==> config.mk <==
export PLATFORM = sky130hd
export DESIGN_NAME = dac2_serial_ctrl
export DESIGN_NICKNAME = d
export VERILOG_FILES = /design/src/rtl/dac2_pkg.sv /design/src/rtl/dac2_sync.sv /design/src/rtl/dac2_frame_rx.sv /design/src/rtl/dac2_chan.sv /design/src/rtl/dac2_serial_ctrl.sv
export SDC_FILE = /design/constraint.sdc
export NUM_CORES = 1
export LEC_CHECK = 0
export BUFFER_PORTS_ARGS = -buffer_cell sky130_fd_sc_hd__buf_4
export CORE_MARGIN = 5
export CORE_UTILIZATION = 32
export CTS_CLUSTER_SIZE = 24
export DETAILED_ROUTE_END_ITERATION = 12
export SYNTH_ARGS = -nofsm -noshare
export SYNTH_HDL_FRONTEND = slang
export SYNTH_SLANG_ARGS = --single-unit
==> constraint.sdc <==
create_clock -name clk -period 2.52 [get_ports clk]
set_input_delay 0 -clock clk [delete_from_list [all_inputs] [get_ports clk]]
set_output_delay 0 -clock clk [all_outputs]
set_load 0.005 [all_outputs]
==> src/rtl/dac2_pkg.sv <==
package dac2_pkg;

  localparam logic [3:0] CMD_WR_IN   = 4'b0000;
  localparam logic [3:0] CMD_UPD     = 4'b0001;
  localparam logic [3:0] CMD_WR_ALL  = 4'b0010;
  localparam logic [3:0] CMD_WR_UPD  = 4'b0011;
  localparam logic [3:0] CMD_CLRCODE = 4'b0101;
  localparam logic [3:0] CMD_MASK    = 4'b0110;

  localparam logic [3:0] ADDR_BOTH   = 4'b1111;

  // Preset for a clear code, left-aligned in 16 bits; callers take the top bits.
  function automatic logic [15:0] clear_value(input logic [1:0] code);
    case (code)
      2'b01:   clear_value = 16'h8000;
      2'b10:   clear_value = 16'hFFFF;
      default: clear_value = 16'h0000;
    endcase
  endfunction

  function automatic logic addr_hits(input logic [3:0] addr, input int ch);
    addr_hits = (addr == ADDR_BOTH) || (addr == 4'(ch));
  endfunction

endpackage

==> src/rtl/dac2_sync.sv <==
module dac2_sync #(
  parameter int          W   = 1,
  parameter logic [W-1:0] RST = '0
) (
  input  logic         clk,
  input  logic         rst_n,
  input  logic [W-1:0] d,
  output logic [W-1:0] q
);
  logic [W-1:0] meta;

  always_ff @(posedge clk or negedge rst_n) begin
    if (!rst_n) begin
      meta <= RST;
      q    <= RST;
    end else begin
      meta <= d;
      q    <= meta;
    end
  end
endmodule

==> src/rtl/dac2_frame_rx.sv <==
module dac2_frame_rx #(
  parameter int FRAME_BITS = 32
) (
  input  logic                  clk,
  input  logic                  rst_n,
  input  logic                  sclk_s,
  input  logic                  sync_s,
  input  logic                  sdin_s,
  input  logic                  abort_req,
  output logic                  frame_done,
  output logic [FRAME_BITS-1:0] frame_word
);
  localparam int CW = $clog2(FRAME_BITS + 1);

  logic          sclk_q;
  logic [CW-1:0] count;
  logic          aborted;
  logic          sclk_fall;

  assign sclk_fall = sclk_q & ~sclk_s;

  always_ff @(posedge clk or negedge rst_n) begin
    if (!rst_n) begin
      sclk_q     <= 1'b1;
      count      <= '0;
      aborted    <= 1'b0;
      frame_done <= 1'b0;
      frame_word <= '0;
    end else begin
      sclk_q     <= sclk_s;
      frame_done <= 1'b0;
      if (sync_s) begin
        count   <= '0;
        aborted <= 1'b0;
      end else begin
        if (abort_req) aborted <= 1'b1;
        if (sclk_fall && count < CW'(FRAME_BITS)) begin
          frame_word <= {frame_word[FRAME_BITS-2:0], sdin_s};
          count      <= count + 1'b1;
          if (count == CW'(FRAME_BITS - 1) && !aborted && !abort_req)
            frame_done <= 1'b1;
        end
      end
    end
  end
endmodule

==> src/rtl/dac2_chan.sv <==
module dac2_chan #(
  parameter int DAC_W = 12
) (
  input  logic             clk,
  input  logic             rst_n,
  input  logic             clr_load,
  input  logic [DAC_W-1:0] clr_val,
  input  logic             wr_in,
  input  logic             upd,
  input  logic [DAC_W-1:0] wdata,
  output logic [DAC_W-1:0] in_q,
  output logic [DAC_W-1:0] dac_q
);
  always_ff @(posedge clk or negedge rst_n) begin
    if (!rst_n) begin
      in_q  <= '0;
      dac_q <= '0;
    end else if (clr_load) begin
      in_q  <= clr_val;
      dac_q <= clr_val;
    end else begin
      if (wr_in) in_q <= wdata;
      if (upd)   dac_q <= wr_in ? wdata : in_q;
    end
  end
endmodule

==> src/rtl/dac2_serial_ctrl.sv <==
module dac2_serial_ctrl #(
  parameter int DAC_W      = 12,
  parameter int FRAME_BITS = 32,
  parameter int DATA_LSB   = 4
) (
  input  logic             clk,
  input  logic             rst_n,
  input  logic             sclk,
  input  logic             sync_n,
  input  logic             sdin,
  input  logic             ldac_n,
  input  logic             clr_n,
  output logic [DAC_W-1:0] dac_a,
  output logic [DAC_W-1:0] dac_b
);
  import dac2_pkg::*;

  localparam int NCH      = 2;
  localparam int MASK_STEP = 3;

  logic [4:0] pins_s;
  logic sclk_s, sync_s, sdin_s, ldac_s, clr_s;
  logic ldac_q, clr_q;

  dac2_sync #(.W(5), .RST(5'b11101)) u_sync (
    .clk(clk), .rst_n(rst_n),
    .d({sclk, sync_n, sdin, ldac_n, clr_n}),
    .q(pins_s)
  );
  assign {sclk_s, sync_s, sdin_s, ldac_s, clr_s} = pins_s;

  always_ff @(posedge clk or negedge rst_n) begin
    if (!rst_n) begin
      ldac_q <= 1'b1;
      clr_q  <= 1'b1;
    end else begin
      ldac_q <= ldac_s;
      clr_q  <= clr_s;
    end
  end

  // Named events for the checker
  logic clr_fall, clr_evt, ldac_evt, ldac_low;
  assign clr_fall = clr_q & ~clr_s;
  assign ldac_evt = ldac_q & ~ldac_s;
  assign ldac_low = ~ldac_s;

  logic                  frame_done;
  logic [FRAME_BITS-1:0] frame_word;

  dac2_frame_rx #(.FRAME_BITS(FRAME_BITS)) u_rx (
    .clk(clk), .rst_n(rst_n),
    .sclk_s(sclk_s), .sync_s(sync_s), .sdin_s(sdin_s),
    .abort_req(clr_fall),
    .frame_done(frame_done), .frame_word(frame_word)
  );

  logic [3:0]       cmd, addr;
  logic [DAC_W-1:0] wdata;
  assign cmd   = frame_word[27:24];
  assign addr  = frame_word[23:20];
  assign wdata = frame_word[DATA_LSB +: DAC_W];

  logic [1:0]     ccode;
  logic [NCH-1:0] mask;
  logic [DAC_W-1:0] clr_val;

  assign clr_evt = clr_fall && (ccode != 2'b11);
  assign clr_val = clear_value(ccode)[15 -: DAC_W];

  always_ff @(posedge clk or negedge rst_n) begin
    if (!rst_n) begin
      ccode <= 2'b00;
      mask  <= '0;
    end else if (frame_done) begin
      if (cmd == CMD_CLRCODE) ccode <= frame_word[1:0];
      if (cmd == CMD_MASK)
        for (int c = 0; c < NCH; c++) mask[c] <= frame_word[c*MASK_STEP];
    end
  end

  logic [DAC_W-1:0] in_r  [NCH];
  logic [DAC_W-1:0] dac_r [NCH];
  logic [NCH-1:0]   wr_in, upd;

  for (genvar c = 0; c < NCH; c++) begin : g_ch
    logic hit;
    assign hit = addr_hits(addr, c);
    assign wr_in[c] = frame_done && hit &&
                      (cmd == CMD_WR_IN || cmd == CMD_WR_ALL || cmd == CMD_WR_UPD);
    assign upd[c] = ldac_evt ||
                    (frame_done && ((cmd == CMD_WR_IN && (ldac_low || mask[c])) ||
                                    cmd == CMD_WR_ALL ||
                                    ((cmd == CMD_UPD || cmd == CMD_WR_UPD) && hit)));

    dac2_chan #(.DAC_W(DAC_W)) u_chan (
      .clk(clk), .rst_n(rst_n),
      .clr_load(clr_evt), .clr_val(clr_val),
      .wr_in(wr_in[c]), .upd(upd[c]), .wdata(wdata),
      .in_q(in_r[c]), .dac_q(dac_r[c])
    );
  end

  assign dac_a = dac_r[0];
  assign dac_b = dac_r[1];

  logic [DAC_W-1:0] in_a, in_b;
  assign in_a = in_r[0];
  assign in_b = in_r[1];
endmodule

==> results of run 1 <==
## cells by family after synthesis
| kind of cell | count (synthesis) |
|---|---|
| and+or+nand+nor | 106 |
| DFF | 101 |
| AOI/OAI and AO/OA | 38 |
| buffers and inverters | 35 |
| muxes | 33 |
| xor gates and xnor gates | 4 |
| adders and majority gates | 3 |
## cell type report
type                            instances  area (um^2)  share of cell area (%)
Clock buffer                           12          246                    5.04
Clock inverter                          2         35.0                   0.716
Inverter                               15         56.3                    1.15
Multi-Input combinational cell        184         1420                    29.0
Sequential cell                       101         2540                    52.0
Tap cell                              172          215                    4.40
Timing Repair Buffer                   45          378                    7.73
## state kept, by name, indices dropped and copies added (netlist names)
signal / count
ccode: 2
u_rx.sclk_q: 1
u_sync.meta: 5
mask: 2
u_rx.frame_word: 28
u_rx.aborted: 1
u_sync.q: 5
g_ch.u_chan.dac_q: 24
u_rx.count: 6
u_rx.frame_done: 1
clr_q: 1
g_ch.u_chan.in_q: 24
ldac_q: 1
## where the power goes
part	total [mW]	switching [mW]	internal, mW
combinational	0.428	0.188	0.239
sequential	1.92	0.114	1.81
clock	1.33	0.544	0.784
total	3.68	0.847	2.83
## worst max path at each step
stage | start | to | slack [ns] | cells after the start
detailed placement | u_rx.frame_word[21]$_DFFE_PN0P_ | g_ch[0].u_chan.dac_q[11]$_DFFE_PN0P_ | 0.36 | 4
floorplan | u_rx.sclk_q$_DFF_PN1_ | u_rx.frame_word[0]$_DFFE_PN0P_ | 0.44 | 5
global route | u_rx.frame_word[21]$_DFFE_PN0P_ | g_ch[0].u_chan.dac_q[11]$_DFFE_PN0P_ | 0.24 | 4
CTS | u_rx.frame_word[21]$_DFFE_PN0P_ | g_ch[0].u_chan.dac_q[0]$_DFFE_PN0P_ | 0.35 | 4
finish | u_rx.frame_word[21]$_DFFE_PN0P_ | g_ch[0].u_chan.dac_q[0]$_DFFE_PN0P_ | 0.36 | 4
global placement | u_rx.frame_word[21]$_DFFE_PN0P_ | g_ch[0].u_chan.dac_q[6]$_DFFE_PN0P_ | 0.40 | 4
## metal layers
layer / up-vias / share of wire (%)
met4: 0 / 1.9
met3: 10 / 3.6
met5: - / 0
met1: 1323 / 46
met2: 41 / 49
li1: 1248 / -
## cell usage in the layout (no fill, tap or decap), types with 2 or more instances in the layout
master,count
a211o_1,2
a211oi_1,2
a21oi_1,4
a32o_1,11
and2_1,2
and3b_1,11
and4_1,2
buf_12,2
buf_4,37
clkbuf_1,2
clkbuf_16,9
dfrtp_1,90
dfstp_2,11
dlygate4sd3_1,6
ha_1,3
inv_1,15
mux2_2,32
nand2_1,2
nand4_1,2
nor2_1,11
nor3_1,36
nor3b_1,3
nor4b_1,2
o22ai_1,2
o32ai_1,11
or3_1,22
or3b_2,3
xnor2_1,2
xor2_1,2
==> flow_metrics.py, run 1 <==
metrics = {
    "status": {
        "status": "completed",
    },
    "yosys": {
        "ys_warn_count": 0,
        "synth_compound_area_share_pct": 7.78,
        "synthAdderAreaFrac_pct": 0.915,
        "synth_seq_cells": 101,
        "synth_top_family_by_area": "simple AND/OR/NAND/NOR gates",
        "synthFlopType": "dfrtp_1",
        "synth.top_cells.by_count": "dfrtp_1 (90), nor3_1 (36), mux2_2 (32)",
        "syn-num-nets": 330,
        "synth.yosys.seq_area_share_pct": 62.0,
        "yosys.cell_count.top_type": "dfrtp_1",
        "synthCells": 320,
        "yosysTopAreaCellShare_pct": 54.9,
        "synthDistinctLibCells": 43,
        "synth_xor_area_share_pct": 0.854,
        "synthSimpleGateAreaFrac_pct": 15.8,
        "synth.avg_cell_area_um2": 12.8,
        "synth.cell_area_um2": 4100,
        "async_reset_ff_share_pct": 100,
        "synth_edf_count": 0,
        "yosysTopAreaCell": "dfrtp_1",
        "synth.area.mux_share_pct": 9.03,
        "synth_area_leaders": "dfrtp_1 (55%), mux2_2 (8.8%), dfstp_2 (7.0%), nor3_1 (4.4%), or3_1 (3.4%)",
    },
    "die": {
        "die_w_um": 123,
        "start_util_pct": 32.6,
        "io_pins": 31,
        "placementRows": 41,
        "dieHeight_um": 123,
        "die_area_um2": 15200,
        "core_um2": 12600,
    },
    "clocking": {
        "cts_root_buf": "clkbuf_16",
        "cts_buffers": 9,
        "cts_setup_buffers": 0,
        "ctsHoldBuffers": 6,
        "ctsLongestPathBuffers": 2,
        "cts_tree": "done",
        "clkTransAtPathRegs_ns": 0.06,
        "htreeDepth": 3,
        "cts_resized": 0,
        "cts_num_sinks": 101,
        "clock_latency_ns": 0.34,
    },
    "global_route": {
        "grt_pass1_wl_mm": 13.9,
        "grt_max_degree": 55,
        "busiest_layer": "met2",
        "antenna_found_initial": 0,
        "gr-usage-met3_pct": 3.11,
        "met2_usage_pct": 18.8,
        "use_met1_pct": 15.3,
        "grt_pass1_vias": 2736,
        "track_usage_pct": 11.7,
        "grt-ovfl-total": 0,
    },
    "sta": {
        "fmax_mhz": 463,
        "fin_ws_ns": 0.360,
        "holdWs_ns": 0.227,
        "setup-violations-final": 0,
        "setup_tns_ns": 0,
        "worst_slew_margin_rel_pct": 58.5,
        "clock_skew_ns": 0.00370,
        "post-route-period-util_pct": 85.7,
        "period_minus_slack_ns": 2.16,
        "slew_viol_final": 0,
        "grt_setup_unrepaired": "false",
        "hold_viol": 0,
        "tightest_slew_ns": 0.622,
    },
    "worst_setup_path": {
        "cp.arrival_ns": 2.38,
        "critPathTopFamily": "simple AND/OR/NAND/NOR gates",
        "worst_r2r_endpoint": "g_ch[0].u_chan.dac_q[0]$_DFFE_PN0P_",
        "slowest_stage": "or4_4",
        "worstSetupStartpointType": "flip-flop",
        "ff2ff_setup_slack_ns": 0.36,
        "worstRegToRegCells": 4,
        "worst_r2r_startpoint": "u_rx.frame_word[21]$_DFFE_PN0P_",
        "critPathCaptureType": "flip-flop",
        "path_buf_inv": 0,
        "path_max_fanout": 12,
        "worstPathRequired_ns": 2.74,
        "slowest_delay_ns": 0.55,
        "path_class": "reg -> reg",
        "cp_cell_sequence": "or4_4 -> a211o_1 -> or3_1 -> a32o_1",
    },
    "finish": {
        "n_antenna_cell": 0,
        "finalInstanceArea_um2": 4890,
        "num-nets-final": 366,
        "final_util_pct": 38.9,
        "area_growth_pct": 19.3,
        "final_cell_count_no_fill": 531,
        "n_fill_cell": 1219,
        "drive_above_1_share_pct": 28.1,
    },
    "placement": {
        "placed_cells": 511,
        "portBuffers": 30,
        "post-dp-hpwl_mm": 5.21,
        "gp_congestion": 0.738,
        "place_ws_ns": 0.364,
        "placed_area_um2": 4550,
    },
    "power_and_ir_drop": {
        "power.density_nw_per_um2": 752,
        "ir_worst_vdd_uv": 378,
        "power_leakage_nw": 2.20,
        "power_mw": 3.68,
    },
    "flow_run": {
        "drv_cap": 0,
    },
    "route": {
        "dr.pass1.iters": 4,
        "wire_per_inst_um": 15.3,
        "vias_per_cell": 4.94,
        "drt_iter0_markers": 152,
        "num_vias": 2622,
        "ant_nets": 0,
        "drt-total-wl_mm": 8.15,
        "post-route-drc-count": 0,
    },
    "hold_path": {
        "hold_path.class": "in -> async",
    },
}
Power figures use the tool's default switching activity.
==> run 2: changes to the inputs <==
--- a/config.mk
+++ b/config.mk
@@ -6,10 +6,14 @@
 export NUM_CORES = 1
 export LEC_CHECK = 0
 export BUFFER_PORTS_ARGS = -buffer_cell sky130_fd_sc_hd__buf_4
+export CELL_PAD_IN_SITES_DETAIL_PLACEMENT = 0
+export CELL_PAD_IN_SITES_GLOBAL_PLACEMENT = 1
 export CORE_MARGIN = 5
 export CORE_UTILIZATION = 32
 export CTS_CLUSTER_SIZE = 24
 export DETAILED_ROUTE_END_ITERATION = 12
+export PLACE_DENSITY_LB_ADDON = 0.1
 export SYNTH_ARGS = -nofsm -noshare
 export SYNTH_HDL_FRONTEND = slang
+export SYNTH_HIERARCHICAL = 1
 export SYNTH_SLANG_ARGS = --single-unit
==> run 2 against run 1 <==
Via count is 5.2% lower. Largest power group unchanged. Cell area is 6.5% higher. Synthesized cell count down 5.6%. Maximum frequency decreased by 4.7%. Largest cell class unchanged. Clock skew rose by 0.0089 ns.
==> flow_metrics.py, run 2 <==
metrics = {
    "flow_run": {
        "drv_cap": 0,
    },
    "hold_path": {
        "hold_path.class": "in -> async",
    },
    "placement": {
        "post-dp-hpwl_mm": 5.34,
        "gp_congestion": 0.654,
        "portBuffers": 30,
    },
    "yosys": {
        "ys_warn_count": 6,
        "synthCells": 302,
        "syn-num-nets": 312,
        "synth.cell_area_um2": 4440,
        "synth.avg_cell_area_um2": 14.7,
    },
    "power_and_ir_drop": {
        "power_frac_clock_pct": 43.6,
        "p_seq_share_pct": 51.4,
        "power.density_nw_per_um2": 663,
        "pwr-share-comb_pct": 5.0,
        "intPower_mw": 2.68,
        "power_leakage_nw": 2.49,
        "sw_frac_of_total_pct": 22.4,
        "ir_worst_vdd_uv": 377,
        "p_switching_mw": 0.772,
    },
    "route": {
        "drt_iter0_markers": 161,
        "vias_per_cell": 4.72,
        "wire_per_inst_um": 16.5,
        "post-route-drc-count": 0,
        "drt-total-wl_mm": 8.67,
        "ant_nets": 0,
        "num_vias": 2485,
        "dr.pass1.iters": 4,
    },
    "sta": {
        "post-route-period-util_pct": 90.0,
        "setup_tns_ns": 0,
        "period_minus_slack_ns": 2.27,
        "fmax_mhz": 441,
        "hold_viol": 0,
        "slew_viol_final": 0,
        "setup-violations-final": 0,
        "clock_skew_ns": 0.0126,
        "grt_setup_unrepaired": "false",
        "tightest_slew_ns": 0.997,
        "holdWs_ns": 0.251,
        "worst_slew_margin_rel_pct": 33.3,
    },
    "finish": {
        "area_growth_pct": 17.4,
        "largestRegisters": "u_rx/frame_word x28, g_ch.u_chan/dac_q x24, g_ch.u_chan/in_q x24",
        "layout_common_cells": "dfrtp_1 (90), mux2_2 (58), buf_4 (36)",
        "n_fill_cell": 1321,
        "num-nets-final": 351,
        "drive_above_1_share_pct": 42.8,
        "largest_register": "u_rx/frame_word",
        "largest_reg_flops": 28,
        "mostFrequentLayoutCell": "dfrtp_1",
        "n_antenna_cell": 0,
    },
    "global_route": {
        "grt_pass1_vias": 2599,
        "track_usage_pct": 11.6,
        "grt_max_degree": 102,
        "grt_pass1_wl_mm": 14.6,
        "antenna_found_initial": 0,
        "grt-ovfl-total": 0,
    },
    "die": {
        "die_area_um2": 16300,
        "placementRows": 43,
        "start_util_pct": 32.3,
        "die_w_um": 128,
        "core_um2": 13700,
        "io_pins": 31,
        "dieHeight_um": 128,
    },
    "worst_setup_path": {
        "worstPathRequired_ns": 2.81,
        "cp.arrival_ns": 2.56,
        "worstSetupStartpointType": "flip-flop",
        "path_class": "reg -> reg",
        "critPathCaptureType": "flip-flop",
        "path_max_fanout": 12,
    },
    "clocking": {
        "ctsLongestPathBuffers": 2,
        "cts_num_sinks": 101,
        "cts_tree": "done",
        "cts_root_buf": "clkbuf_16",
        "clkTransAtPathRegs_ns": 0.07,
        "clock_latency_ns": 0.35,
        "htreeDepth": 3,
        "cts_setup_buffers": 0,
        "cts_buffers": 9,
    },
    "status": {
        "status": "completed",
    },
}
[run 2: worst max-delay path, stage by stage (launching register included)]
cell and delay [ns]:
dfrtp_1 0.41, nor4_1 0.28, nor2_1 0.08, a311oi_1 0.34, nor2b_1 0.81, a221o_1 0.29
[run 2: final cells by class]
cell class | count | area [um^2] | share of cell area, %
clock inverter | 5 | 81.3 | 1.56
clock buffer | 11 | 243 | 4.66
sequential | 101 | 2540 | 48.8
timing repair buffer | 43 | 350 | 6.73
multi-input combinational | 182 | 1750 | 33.7
tap | 180 | 225 | 4.32
inverter | 4 | 15.0 | 0.288
[run 2: repair_timing]
item                       in CTS  in global routing
gates resized for setup         0                  1
setup endpoints to repair       0                 12
hold endpoints to repair       95                  0
hold buffers                    6                  0
[run 2: per-layer routing]
layer  wire length [um]  GRT usage (%)  up-vias
met5                  0              0        -
met4                120           3.50        0
met3                328           4.00       10
met2               4250           18.4       32
met1               3970           14.9     1274
li1                   -              -     1169
[run 2: path summary, 6_finish.rpt]
path,from,cells after the start,slack (ns),end
max,u_rx/frame_word[20]$_DFFE_PN0P_,5,0.25,g_ch[0].u_chan/dac_q[8]$_DFFE_PN0P_
max reg2reg,u_rx/frame_word[20]$_DFFE_PN0P_,5,0.25,g_ch[0].u_chan/dac_q[8]$_DFFE_PN0P_
min in group clk,clr_n,2,0.30,u_sync/meta[0]$_DFF_PN1_
min reg2reg,u_sync/meta[1]$_DFF_PN0_,0,0.35,u_sync/q[1]$_DFF_PN0_
min,rst_n,3,0.25,g_ch[0].u_chan/dac_q[4]$_DFFE_PN0P_
max in group asynchronous,rst_n,3,1.84,ldac_q$_DFF_PN1_
[run 2: per-stage QoR]
| step | power [mW] | area, um^2 | instances | utilization [%] | setup slack (ns) |
|---|---|---|---|---|---|
| 3_3_place_gp | 1.98 | 4820 | 504 | 35.1 | 0.163 |
| 5_1_grt | 3.64 | 5210 | 526 | 38.0 | 0.0453 |
| 4_1_cts | 3.52 | 5210 | 526 | 37.9 | 0.139 |
| 2_1_floorplan | 1.88 | 4440 | 302 | - | 0.631 |
| 6_report | 3.45 | 5210 | 526 | 38.0 | 0.253 |
| 3_5_place_dp | 1.98 | 4820 | 504 | 35.1 | 0.176 |
[run 2: power groups by stage]
| stage | registers [mW] | clock network [mW] | logic [mW] |
|---|---|---|---|
| 4_1_cts | 1.78 | 1.56 | 0.178 |
| 2_1_floorplan | 1.77 | 0 | 0.115 |
| 5_1_grt | 1.79 | 1.66 | 0.194 |
| 3_3_place_gp | 1.81 | 0 | 0.168 |
| 6_report | 1.78 | 1.50 | 0.172 |
| 3_5_place_dp | 1.81 | 0 | 0.170 |
==> run 3: changes to the inputs <==
--- a/config.mk
+++ b/config.mk
@@ -12,7 +12,9 @@
 export CORE_UTILIZATION = 32
 export CTS_CLUSTER_SIZE = 24
 export DETAILED_ROUTE_END_ITERATION = 12
+export MAX_ROUTING_LAYER = met4
 export PLACE_DENSITY_LB_ADDON = 0.1
+export SLEW_MARGIN = 40
 export SYNTH_ARGS = -nofsm -noshare
 export SYNTH_HDL_FRONTEND = slang
 export SYNTH_HIERARCHICAL = 1
==> run 3 against run 2 <==
Final cell count unchanged. Die area unchanged. Wire length up 0.28%. Clock skew down 0.0019 ns. Critical path depth unchanged. Highest routed layer unchanged. Cell area down 0.89%. Critical endpoint is now g_ch[1].u_chan/dac_q[2]$_DFFE_PN0P_.
==> flow_metrics.py, run 3 (synthesized netlist as in run 2, its figures left out) <==
metrics = {
    "power_and_ir_drop": {
        "sw_frac_of_total_pct": 23.4,
        "ir_worst_vdd_uv": 391,
        "p_switching_mw": 0.758,
        "power_mw": 3.24,
        "power_leakage_nw": 2.47,
        "pwr-share-comb_pct": 5.4,
        "power_frac_clock_pct": 39.7,
        "intPower_mw": 2.48,
        "p_seq_share_pct": 54.9,
        "power.density_nw_per_um2": 627,
    },
    "sta": {
        "slew_viol_final": 0,
        "hold_viol": 0,
        "tightest_slew_ns": 0.642,
        "setup-violations-final": 0,
        "fin_ws_ns": 0.435,
        "clock_skew_ns": 0.0106,
        "post-route-period-util_pct": 82.7,
        "period_minus_slack_ns": 2.08,
        "worst_slew_margin_rel_pct": 57.2,
        "setup_tns_ns": 0,
        "grt_setup_unrepaired": "false",
        "fmax_mhz": 480,
    },
    "route": {
        "wire_per_inst_um": 16.5,
        "vias_per_cell": 4.73,
        "num_vias": 2487,
        "dr.pass1.iters": 4,
        "ant_nets": 0,
        "drt_iter0_markers": 107,
        "post-route-drc-count": 0,
        "drt-total-wl_mm": 8.69,
    },
    "finish": {
        "n_fill_cell": 1350,
        "largest_reg_flops": 28,
        "area_growth_pct": 16.4,
        "largestRegisters": "u_rx/frame_word x28, g_ch.u_chan/dac_q x24, g_ch.u_chan/in_q x24",
        "num-nets-final": 351,
        "n_antenna_cell": 0,
        "layout_common_cells": "dfrtp_1 (90), mux2_2 (58), buf_4 (36)",
        "drive_above_1_share_pct": 43.4,
        "mostFrequentLayoutCell": "dfrtp_1",
        "largest_register": "u_rx/frame_word",
    },
    "global_route": {
        "track_usage_pct": 11.8,
        "grt-ovfl-total": 0,
        "grt_pass1_wl_mm": 14.4,
        "grt_pass1_vias": 2558,
        "grt_max_degree": 102,
        "antenna_found_initial": 0,
    },
    "status": {
        "status": "completed",
    },
    "placement": {
        "post-dp-hpwl_mm": 5.33,
        "place_ws_ns": 0.373,
        "portBuffers": 30,
        "gp_congestion": 0.660,
    },
    "die": {
        "io_pins": 31,
        "dieHeight_um": 128,
        "core_um2": 13700,
        "placementRows": 43,
        "die_w_um": 128,
        "die_area_um2": 16300,
        "start_util_pct": 32.3,
    },
    "clocking": {
        "cts_tree": "done",
        "cts_resized": 0,
        "cts_root_buf": "clkbuf_16",
        "ctsHoldBuffers": 6,
        "htreeDepth": 3,
        "cts_num_sinks": 101,
        "ctsLongestPathBuffers": 2,
        "cts_setup_buffers": 0,
        "cts_buffers": 9,
        "clkTransAtPathRegs_ns": 0.07,
        "clock_latency_ns": 0.34,
    },
    "worst_setup_path": {
        "cp_cell_sequence": "nor4b_2 -> nor2_1 -> a311oi_1 -> nor2b_2 -> a221o_1",
        "slowest_delay_ns": 0.59,
        "path_max_fanout": 12,
        "cp.arrival_ns": 2.37,
        "worstSetupStartpointType": "flip-flop",
        "slowest_stage": "nor2b_2",
        "critPathCaptureType": "flip-flop",
        "worstPathRequired_ns": 2.80,
        "path_class": "reg -> reg",
    },
    "flow_run": {
        "drv_cap": 0,
    },
    "hold_path": {
        "hold_path.class": "in -> async",
    },
}
## run 3: final timing paths
path                                                 start  slack (ns)  cells past startpoint                                   to
min                                                  rst_n        0.23                      3  g_ch[0].u_chan/dac_q[4]$_DFFE_PN0P_
min in group clk                                     clr_n        0.30                      2             u_sync/meta[0]$_DFF_PN1_
max                        u_rx/frame_word[21]$_DFFE_PN0P_        0.44                      5  g_ch[1].u_chan/dac_q[2]$_DFFE_PN0P_
min reg2reg                       u_sync/meta[1]$_DFF_PN0_        0.35                      0                u_sync/q[1]$_DFF_PN0_
max reg2reg                u_rx/frame_word[21]$_DFFE_PN0P_        0.44                      5  g_ch[1].u_chan/dac_q[2]$_DFFE_PN0P_
max in group asynchronous                            rst_n        1.80                      3             u_sync/meta[1]$_DFF_PN0_
## run 3: through the flow
| step | cells | hold slack, ns | utilization, % | area (um^2) |
|---|---|---|---|---|
| global route | 526 | 0.284 | 37.6 | 5160 |
| floorplan | 302 | -0.296 | - | 4440 |
| CTS | 526 | 0.281 | 37.6 | 5160 |
| finish | 526 | 0.228 | 37.6 | 5160 |
| detailed placement | 504 | 0.109 | 35.2 | 4830 |
| global placement | 504 | 0.109 | 35.1 | 4820 |
## run 3: cell type report
type                    count  area [um^2]  share of cell area (%)
well taps                 180          225                    4.36
repair buffers             43          350                    6.79
multi-input cells         182         1760                    34.1
flip-flops and latches    101         2540                    49.2
clock buffers              12          246                    4.77
inverters                   4         15.0                   0.291
clock inverters             4         23.8                   0.460
## run 3: critical path: cells and delay by family (launching register included)
family          cells  cell delay [ns]
flops               1             0.42
simple gates        3             0.96
compound gates      2             0.65
## run 3: power groups by stage
stage | combinational [mW] | clock, mW | sequential, mW
4_1_cts | 0.181 | 1.36 | 1.78
5_1_grt | 0.197 | 1.43 | 1.79
6_report | 0.174 | 1.29 | 1.78
2_1_floorplan | 0.115 | 0 | 1.77
3_5_place_dp | 0.174 | 0 | 1.81
3_3_place_gp | 0.168 | 0 | 1.81
## run 3: per-layer routing
layer | GRT usage [%] | vias to the layer above | wire, um
met5 | - | - | 0
met4 | 3.75 | 0 | 122
met3 | 3.38 | 10 | 269
met2 | 18.6 | 34 | 4310
met1 | 14.6 | 1272 | 3990
li1 | - | 1171 | -
